==> config.mk <==
export PLATFORM = sky130hd
export DESIGN_NAME = ddr2_wr_sched
export DESIGN_NICKNAME = d
export VERILOG_FILES = /design/src/rtl/ddr2_wr_pkg.sv /design/src/rtl/ddr2_wr_ctrl.sv /design/src/rtl/ddr2_wr_dp.sv /design/src/rtl/ddr2_wr_sched.sv
export SDC_FILE = /design/constraint.sdc
export NUM_CORES = 1
export LEC_CHECK = 0
export BUFFER_PORTS_ARGS = -buffer_cell sky130_fd_sc_hd__buf_2
export CORE_MARGIN = 2
export CORE_UTILIZATION = 30
export CTS_CLUSTER_SIZE = 30
export DETAILED_ROUTE_END_ITERATION = 12
export GPL_ROUTABILITY_DRIVEN = 0
export PLACE_DENSITY = 0.58
export SYNTH_ARGS = -nofsm -noshare
export SYNTH_HDL_FRONTEND = slang
export SYNTH_HIERARCHICAL = 1
export SYNTH_SLANG_ARGS = --single-unit
==> constraint.sdc <==
create_clock -name clk -period 4 [get_ports clk]
set_input_delay 0.4 -clock clk [delete_from_list [all_inputs] [get_ports clk]]
set_output_delay 0.4 -clock clk [all_outputs]
set_load 0.05 [all_outputs]
==> src/rtl/ddr2_wr_pkg.sv <==
package ddr2_wr_pkg;

  // beat index width; covers up to 8 beats per burst
  localparam int IDX_W = 3;

  // command pin patterns ordered {csN, rasN, casN, weN}
  localparam logic [3:0] CMD_NOP   = 4'b0111;
  localparam logic [3:0] CMD_WRITE = 4'b0100;
  localparam logic [3:0] CMD_PRE   = 4'b0010;

  typedef enum logic [2:0] {
    ST_IDLE,
    ST_WAIT,
    ST_PRE,
    ST_DATA,
    ST_POST
  } seqState_t;

  // strobes from control to datapath, describing the next cycle
  typedef struct packed {
    logic             wrCmd;
    logic             preCmd;
    logic             preamble;
    logic             beatOn;
    logic             postamble;
    logic [IDX_W-1:0] beatIdx;
  } dpCtl_t;

endpackage

==> src/rtl/ddr2_wr_ctrl.sv <==
module ddr2_wr_ctrl
  import ddr2_wr_pkg::*;
#(
  parameter int BANK_W = 3
) (
  input  logic              clk,
  input  logic              rstN,
  input  logic [2:0]        cfgAl,
  input  logic [2:0]        cfgCl,
  input  logic              cfgBl8,
  input  logic [3:0]        cfgWr,
  input  logic              reqValid,
  input  logic [BANK_W-1:0] reqBank,
  input  logic              preValid,
  input  logic [BANK_W-1:0] preBank,
  output logic              reqReady,
  output logic              preReady,
  output dpCtl_t            ctl
);

  seqState_t        state, stateN;
  logic [3:0]       latCnt, latCntN;
  logic [IDX_W-1:0] beat, beatN;
  logic [3:0]       recCnt, recCntN;
  logic [BANK_W-1:0] recBank;

  logic [3:0]       writeLat;
  logic [IDX_W-1:0] lastBeat;
  logic             wrAccept;
  logic             preAccept;
  logic             bankHeld;

  assign writeLat = 4'(cfgAl) + 4'(cfgCl) - 4'd1;
  assign lastBeat = cfgBl8 ? IDX_W'(3) : IDX_W'(1);

  assign reqReady  = (state == ST_IDLE) && (recCnt <= 4'd1);
  assign wrAccept  = reqValid && reqReady;
  assign bankHeld  = ((state != ST_IDLE) || (recCnt > 4'd1)) && (preBank == recBank);
  assign preReady  = !bankHeld && !wrAccept;
  assign preAccept = preValid && preReady;

  always_comb begin
    stateN  = state;
    latCntN = latCnt;
    beatN   = beat;
    case (state)
      ST_IDLE: begin
        if (wrAccept) begin
          stateN  = ST_WAIT;
          latCntN = writeLat - 4'd2;
        end
      end
      ST_WAIT: begin
        if (latCnt == 4'd0) stateN = ST_PRE;
        else                latCntN = latCnt - 4'd1;
      end
      ST_PRE: begin
        stateN = ST_DATA;
        beatN  = '0;
      end
      ST_DATA: begin
        if (beat == lastBeat) stateN = ST_POST;
        else                  beatN  = beat + IDX_W'(1);
      end
      ST_POST: stateN = ST_IDLE;
      default: stateN = ST_IDLE;
    endcase
  end

  always_comb begin
    if (state == ST_DATA && beat == lastBeat) recCntN = cfgWr;
    else if (recCnt != 4'd0)                  recCntN = recCnt - 4'd1;
    else                                      recCntN = recCnt;
  end

  always_ff @(posedge clk) begin
    if (!rstN) begin
      state   <= ST_IDLE;
      latCnt  <= '0;
      beat    <= '0;
      recCnt  <= '0;
      recBank <= '0;
    end else begin
      state  <= stateN;
      latCnt <= latCntN;
      beat   <= beatN;
      recCnt <= recCntN;
      if (wrAccept) recBank <= reqBank;
    end
  end

  always_comb begin
    ctl.wrCmd     = wrAccept;
    ctl.preCmd    = preAccept;
    ctl.preamble  = (stateN == ST_PRE);
    ctl.beatOn    = (stateN == ST_DATA);
    ctl.postamble = (stateN == ST_POST);
    ctl.beatIdx   = beatN;
  end

endmodule

==> src/rtl/ddr2_wr_dp.sv <==
module ddr2_wr_dp
  import ddr2_wr_pkg::*;
#(
  parameter int DATA_W = 8,
  parameter int BANK_W = 3,
  parameter int COL_W  = 10,
  parameter int ADDR_W = 14,
  parameter int MAX_BL = 8
) (
  input  logic                     clk,
  input  logic                     rstN,
  input  dpCtl_t                   ctl,
  input  logic [BANK_W-1:0]        reqBank,
  input  logic [COL_W-1:0]         reqCol,
  input  logic [MAX_BL*DATA_W-1:0] reqData,
  input  logic [BANK_W-1:0]        preBank,
  output logic                     csN,
  output logic                     rasN,
  output logic                     casN,
  output logic                     weN,
  output logic [BANK_W-1:0]        bankOut,
  output logic [ADDR_W-1:0]        addrOut,
  output logic [DATA_W-1:0]        dqRise,
  output logic [DATA_W-1:0]        dqFall,
  output logic                     dqOe,
  output logic [1:0]               dqs,
  output logic [1:0]               dqsOe
);

  localparam int WIDX_W = $clog2(MAX_BL);

  logic [DATA_W-1:0] inWord [MAX_BL];
  logic [DATA_W-1:0] heldWord [MAX_BL];
  logic [WIDX_W-1:0] riseIdx;
  logic [WIDX_W-1:0] fallIdx;

  for (genvar g = 0; g < MAX_BL; g++) begin : gWord
    assign inWord[g] = reqData[g*DATA_W +: DATA_W];
    always_ff @(posedge clk) begin
      if (!rstN)          heldWord[g] <= '0;
      else if (ctl.wrCmd) heldWord[g] <= inWord[g];
    end
  end

  assign riseIdx = WIDX_W'({ctl.beatIdx, 1'b0});
  assign fallIdx = riseIdx | WIDX_W'(1);

  always_ff @(posedge clk) begin
    if (!rstN) begin
      {csN, rasN, casN, weN} <= CMD_NOP;
      bankOut <= '0;
      addrOut <= '0;
    end else if (ctl.wrCmd) begin
      {csN, rasN, casN, weN} <= CMD_WRITE;
      bankOut <= reqBank;
      addrOut <= ADDR_W'(reqCol);
    end else if (ctl.preCmd) begin
      {csN, rasN, casN, weN} <= CMD_PRE;
      bankOut <= preBank;
      addrOut <= '0;
    end else begin
      {csN, rasN, casN, weN} <= CMD_NOP;
      bankOut <= '0;
      addrOut <= '0;
    end
  end

  always_ff @(posedge clk) begin
    if (!rstN) begin
      dqRise <= '0;
      dqFall <= '0;
      dqOe   <= 1'b0;
      dqs    <= 2'b00;
      dqsOe  <= 2'b00;
    end else begin
      dqOe <= ctl.beatOn;
      if (ctl.beatOn) begin
        dqRise <= heldWord[riseIdx];
        dqFall <= heldWord[fallIdx];
        dqs    <= 2'b01;
        dqsOe  <= 2'b11;
      end else if (ctl.preamble) begin
        dqs    <= 2'b00;
        dqsOe  <= 2'b11;
      end else if (ctl.postamble) begin
        dqs    <= 2'b00;
        dqsOe  <= 2'b01;
      end else begin
        dqs    <= 2'b00;
        dqsOe  <= 2'b00;
      end
    end
  end

endmodule

==> src/rtl/ddr2_wr_sched.sv <==
module ddr2_wr_sched
  import ddr2_wr_pkg::*;
#(
  parameter int DATA_W = 8,
  parameter int BANK_W = 3,
  parameter int COL_W  = 10,
  parameter int ADDR_W = 14,
  parameter int MAX_BL = 8
) (
  input  logic                     clk,
  input  logic                     rstN,
  input  logic [2:0]               cfgAl,
  input  logic [2:0]               cfgCl,
  input  logic                     cfgBl8,
  input  logic [3:0]               cfgWr,
  input  logic                     reqValid,
  output logic                     reqReady,
  input  logic [BANK_W-1:0]        reqBank,
  input  logic [COL_W-1:0]         reqCol,
  input  logic [MAX_BL*DATA_W-1:0] reqData,
  input  logic                     preValid,
  output logic                     preReady,
  input  logic [BANK_W-1:0]        preBank,
  output logic                     csN,
  output logic                     rasN,
  output logic                     casN,
  output logic                     weN,
  output logic [BANK_W-1:0]        bankOut,
  output logic [ADDR_W-1:0]        addrOut,
  output logic [DATA_W-1:0]        dqRise,
  output logic [DATA_W-1:0]        dqFall,
  output logic                     dqOe,
  output logic [1:0]               dqs,
  output logic [1:0]               dqsOe
);

  dpCtl_t ctl;

  ddr2_wr_ctrl #(.BANK_W(BANK_W)) uCtrl (
    .clk      (clk),
    .rstN     (rstN),
    .cfgAl    (cfgAl),
    .cfgCl    (cfgCl),
    .cfgBl8   (cfgBl8),
    .cfgWr    (cfgWr),
    .reqValid (reqValid),
    .reqBank  (reqBank),
    .preValid (preValid),
    .preBank  (preBank),
    .reqReady (reqReady),
    .preReady (preReady),
    .ctl      (ctl)
  );

  ddr2_wr_dp #(
    .DATA_W (DATA_W),
    .BANK_W (BANK_W),
    .COL_W  (COL_W),
    .ADDR_W (ADDR_W),
    .MAX_BL (MAX_BL)
  ) uDp (
    .clk     (clk),
    .rstN    (rstN),
    .ctl     (ctl),
    .reqBank (reqBank),
    .reqCol  (reqCol),
    .reqData (reqData),
    .preBank (preBank),
    .csN     (csN),
    .rasN    (rasN),
    .casN    (casN),
    .weN     (weN),
    .bankOut (bankOut),
    .addrOut (addrOut),
    .dqRise  (dqRise),
    .dqFall  (dqFall),
    .dqOe    (dqOe),
    .dqs     (dqs),
    .dqsOe   (dqsOe)
  );

endmodule

======== After elaboration in Yosys (flattened, before gate mapping) ========
Memories as Yosys holds them, arrays and structs flattened. A register that Yosys moved wholly into a read port is not among the register bits.
Cells that the tools add are included.
word-level totals
  logic and storage cells ................. 99
  bits in registers ....................... 42
  input port bits ......................... 95
  memory bits (writable) .................. 64
  bits in latches ......................... 0
  output and inout port bits .............. 44
  memories ................................ 1
  ROM bits ................................ 0
memories
  memory        depth  width  rd ports  clocked after Yosys merged registers in  write ports  RTL line          source
  uDp.heldWord  8      8      2         2                                        8            ddr2_wr_dp.sv:33  logic [DATA_W-1:0] heldWord [MAX_BL];
cells by class
  eq/ne operators ......................... 11
  divide/modulo/power cells ............... 0
  add/subtract/negate cells ............... 6
  shifts and indexed selects .............. 0
  magnitude comparators ................... 2
  bitwise operators ....................... 9
  $mul .................................... 0
  mux-type cells .......................... 33
  reductions and logical operators ........ 22
operators by type and width
  cell                                                           count
  two-way mux 8 bit                                              8
  two-way mux 3 bit                                              6
  two-way mux 4 bit                                              4
  == test 3 x 2 -> 1 bit, second input constant                  4
  case mux 3 bit (4 select lines)                                1
  subtractor 4 x 1 -> 4 bit, second input constant               3
  two-way mux 1 bit                                              9
  bitwise OR 1 bit                                               8
  case mux 4 bit (2 select lines)                                1
  == test 3 bit                                                  2
  logical AND 1 bit                                              6
  two-way mux 2 bit                                              3
  case mux 3 bit (2 select lines)                                1
  nonzero test 2 bit                                             3
  adder 3 x 3 -> 4 bit                                           1
  greater-than comparator 4 x 1 -> 1 bit, second input constant  1
  <= comparator 4 x 1 -> 1 bit, second input constant            1
  logical NOT 1 bit                                              4
  logical NOT 4 bit                                              1
  inequality test 2 bit, second input constant                   2
  AND reduction 2 bit                                            2
  nonzero test 4 bit                                             1
  subtractor 4 x 2 -> 4 bit, second input constant               1
  adder 3 x 1 -> 3 bit, second input constant                    1
  other kinds (9)                                                9

======== Logic depth before layout (Yosys ltp) ========
  depth after elaboration ................. 9
  mapped depth ............................ 9
  depth with buffers taken out ............ 9

======== Cells and area by module ========
Netlist, hierarchy kept.
by module, submodules not included
  module        cells each  area an instance (µm²)  times used
  ddr2_wr_dp    291         4030.1                  1
  ddr2_wr_ctrl  133         1138.6                  1

======== Worst setup path after synthesis ========
OpenSTA, ideal clock, no wires.
  path kind ............................... register -> register
  start point ............................. register uCtrl.recCnt[0]
  end point ............................... memory uDp.heldWord[0][0] (enable)
  stages on the path, launching flop included .. 9
  path buffers ............................ 2
  slack ................................... 0.647 ns
  data arrival time ....................... 2.921 ns
  cell sequence ........................... dfxtp_1 inv_1 ha_1 or2_2 nand4_1 inv_1 buf_4 clkbuf_1 nand2b_1
RTL lines
  what                    RTL line            source
  from (decl)             ddr2_wr_ctrl.sv:24  logic [3:0] recCnt, recCntN;
  from (signal assigned)  ddr2_wr_ctrl.sv:87  recCnt <= recCntN;
  to (decl)               ddr2_wr_dp.sv:33

======== Worst setup path in the final report ========
  start point ............................. register uCtrl.recCnt[0]
  end point ............................... output port preReady
on the way
  longest elaborated chain between the ends .. 5
RTL lines
  what                                                                                           RTL line                                source
  greater-than comparator 4 x 1 -> 1 bit / <= comparator 4 x 1 -> 1 bit (equally long branches)  ddr2_wr_ctrl.sv:38, ddr2_wr_ctrl.sv:36
  logical OR 1 bit / logical AND 1 bit (equally long branches)                                   ddr2_wr_ctrl.sv:38, ddr2_wr_ctrl.sv:36
  logical AND 1 bit (on tied branches)                                                           ddr2_wr_ctrl.sv:38, ddr2_wr_ctrl.sv:37
  logical NOT 1 bit                                                                              ddr2_wr_ctrl.sv:39                      assign preReady = !bankHeld && !wrAccept;
  logical AND 1 bit (*)                                                                          ddr2_wr_ctrl.sv:39
  to (decl)                                                                                      ddr2_wr_sched.sv:22                     output logic preReady,
Every way passes the cells marked *; elsewhere a longest branch is shown, timed or not.

==> qor.tcl <==
set qor(final_min_period_over_clock_period_pct) 67.0
set qor(design.die.area_um2) 18300
set qor(worst-path-max-fanout) 5
set qor(detail_routed_via_count_per_cell) 4.77
set qor(post-layout-total-power_mw) 4.67
set qor(total_of_hold_buffers_inserted_after_clock_tree_synthesis) 0
set qor(vdd_ir_drop_max_mv) 0.307
set qor(clock_path_buffers) 2
set qor(cap_viol_max_count) 0
set qor(final_net_count) 649
set qor(worstHoldPathType) {input port to flip-flop}
set qor(multiplexer_area_fraction_after_synthesis_pct) 7.36
set qor(layout-drive-gt1-share_pct) 32.1
set qor(cts_resized) 0
set qor(clock_latency_ns) 0.41
set qor(max_freq_mhz) 373
set qor(clock_tree_from_tritoncts) {built}
set qor(outcome) {finished, final reports clean}
set qor(netlist.top_cell.by_area) {sky130_fd_sc_hd__edfxtp_1}
set qor(grt_usage_pct) 13.5
set qor(multiInputGateArea_um2) 1920
set qor(clk_pin_slew_ns) 0.06
set qor(path_delay_family) {simple AND/OR/NAND/NOR gates}
set qor(number_of_hold_violations_in_the_final_report) 0
set qor(floorplan.core_area_um2) 16700
set qor(post-cts-setup-buffers) 0
set qor(synth_compound_area_share_pct) 7.84
set qor(mapped_cell_area_um2) 5170
set qor(setup_viol) 0
set qor(synthesis.yosys.warnings) 6
set qor(asyncSetResetFlopFracSynth_pct) 0
set qor(tns_ns) 0
set qor(synth_top_family_by_area) {simple AND/OR/NAND/NOR gates}
set qor(commonest_non_fill_non_tap_cell_in_the_layout) {sky130_fd_sc_hd__buf_2}
set qor(worstPathBufferInverterCount) 2
set qor(wire_per_inst_um) 15.5
set qor(clock-sinks) 116
set qor(synth-adder-area-share_pct) 2.57
set qor(first_iter_violations) 229
set qor(overflow_left_after_global_routing) 0
set qor(htree_num_levels) 4
set qor(cellPowerDensity_nw_per_um2) 717
set qor(area_growth_syn_to_layout_pct) 26.0
set qor(setup.worst_path.class) {flip-flop to output port}
set qor(timing.final.max_slew_violations) 0
set qor(synth.distinct_cells) 57
set qor(postLayoutCoreUtil_pct) 39.0
set qor(fp.dieH_um) 135
set qor(area.sequential_um2) 2960
set qor(type_of_element_capturing_the_critical_path) {output port}
set qor(detail-route-antenna-nets) 0
set qor(rsz0062_at_grt) {false}
set qor(row_count) 47
set qor(tightestPinTransition_ns) 1.06
set qor(xor_xnor_cell_area_share_of_the_yosys_netlist_pct) 1.19
set qor(most-common-layout-cells) {132 x sky130_fd_sc_hd__buf_2, 76 x sky130_fd_sc_hd__and3_1, 64 x sky130_fd_sc_hd__edfxtp_1}
set qor(fin_worst_skew_ns) 0.00551
set qor(port_buffer_cells) 132
set qor(maxSlewHeadroom_pct) 29.3
set qor(critical-path-max-stage-delay_ns) 0.38
set qor(initial_utilization_pct) 30.9
set qor(layout.filler_cells) 1597
set qor(p_leak_nw) 2.92
set qor(detailed_place_hpwl_um) 8060
set qor(postSynth.topFlopCell) {sky130_fd_sc_hd__edfxtp_1}
set qor(critical_path.startpoint_type) {flip-flop}
set qor(min_period_ns) 2.68
set qor(ys_seq_area_share_pct) 57.3
set qor(num_io_pins) 139
set qor(via_count) 3705
set qor(wirelength_um) 12000
set qor(arrival_ns) 2.28
set qor(synth_largest_type_area_fraction_pct) 37.2
set qor(slowest_library_cell_on_the_worst_path) {sky130_fd_sc_hd__dfxtp_1}
set qor(worstPathCellList) {inv_1 -> ha_1 -> or2_2 -> nand4_1 -> a21boi_1 -> buf_2}
set qor(crit_required_ns) 3.60
set qor(grt_antenna_before_repair) 0
set qor(n_antenna_cell) 0
set qor(cts_inserted_buffers) 17
set qor(cts_root_buf) {sky130_fd_sc_hd__clkbuf_16}
set qor(grt_first_pass_wirelength_um) 18800
set qor(first_global_vias) 3811
set qor(ys_top_cells_by_area) {sky130_fd_sc_hd__edfxtp_1 37%, sky130_fd_sc_hd__dfxtp_1 20%, sky130_fd_sc_hd__and3_1 9.2%}
set qor(synth-seq-cells) 116
set qor(grt_max_degree) 84
set qor(drt_drc_violations_left) 0
set qor(first_pass_iters) 4
set qor(die-width_um) 135
set qor(syn-instance-count) 424
set qor(synth_edf_count) 64
set qor(postSynthAreaPerCell_um2) 12.2
set qor(yosys.area_share.simple_pct) 17.6
layout make-up:
cell class,count,share of cell area [%]
inverter,14,0.807
tap,220,4.23
timing repair buffer,136,10.6
clock inverter,12,2.34
multi-input combinational,259,29.5
clock buffer,20,7.01
sequential,116,45.5
metrics by stage:
step | std cells | instance area (um^2) | setup slack [ns] | hold slack (ns)
final | 777 | 6510 | 1.32 | 0.220
after global routing | 777 | 6510 | 1.23 | 0.216
after CTS | 777 | 6510 | 1.31 | 0.205
after detailed placement | 745 | 5900 | 1.49 | 0.482
after global placement | 745 | 5900 | 1.53 | 0.478
after floorplan | 429 | 5190 | 0.647 | 0.475
report_power, final:
part / internal, mW / switching (mW) / total (mW)
clock network: 1.01 / 0.532 / 1.54
registers: 1.67 / 0.138 / 1.80
logic: 0.429 / 0.893 / 1.32
total: 3.11 / 1.56 / 4.67
layer usage:
layer,track usage (%),vias to the layer above,part of all wire (%)
met1,15.8,1765,44
met3,3.59,19,4.5
met2,22.8,115,49
li1,-,1806,-
met4,7.00,0,2.2
met5,0,-,0
cell usage after synthesis, drive strengths merged (5+ instances only):
master / count
and3: 76
edfxtp: 64
dfxtp: 52
mux2i: 38
buf: 26
nand3b: 22
o221ai: 16
clkbuf: 14
nor2: 14
inv: 13
ha: 9
nand2: 9
o21ai: 6
a21boi: 5
a21oi: 5
worst reg2reg max path: cells and delay by family, from the launching register on:
family | cells | cell delay, ns
compound gates | 3 | 1.12
simple gates | 2 | 0.53
flops | 1 | 0.37
mux | 1 | 0.37
state kept, by name (all words and copies together) (netlist names), 2 cells and up:
signal and cells:
uCtrl/state 3, uCtrl/recBank 3, uDp/heldWord 64, uDp/dqRise 8, uDp/dqFall 8, uCtrl/latCnt 4, uDp/addrOut 10, uDp/bankOut 3
uCtrl/recCnt 4, uCtrl/beat 3, uDp/dqsOe 2
cell families after synthesis:
kind of cell,Yosys count
other,1
buffers and inverters,54
AO/OA/AOI/OAI,50
flip-flops,116
multiplexers,38
adder cells (fa/ha/maj),10
AND/OR/NAND/NOR,148
XOR/XNOR,7
final timing paths:
kind | startpoint | endpoint | slack (ns) | cells after the start
worst max-delay path | uCtrl/recCnt[0] | preReady | 1.32 | 6
worst min-delay path | reqCol[1] | uDp/addrOut[1] | 0.22 | 2
worst max register to register | uCtrl/beat[0] | uDp/dqRise[7] | 1.47 | 6
worst min register to register | uDp/dqFall[7] | uDp/dqFall[7] | 0.50 | 2
Power figures use the tool's default switching activity.
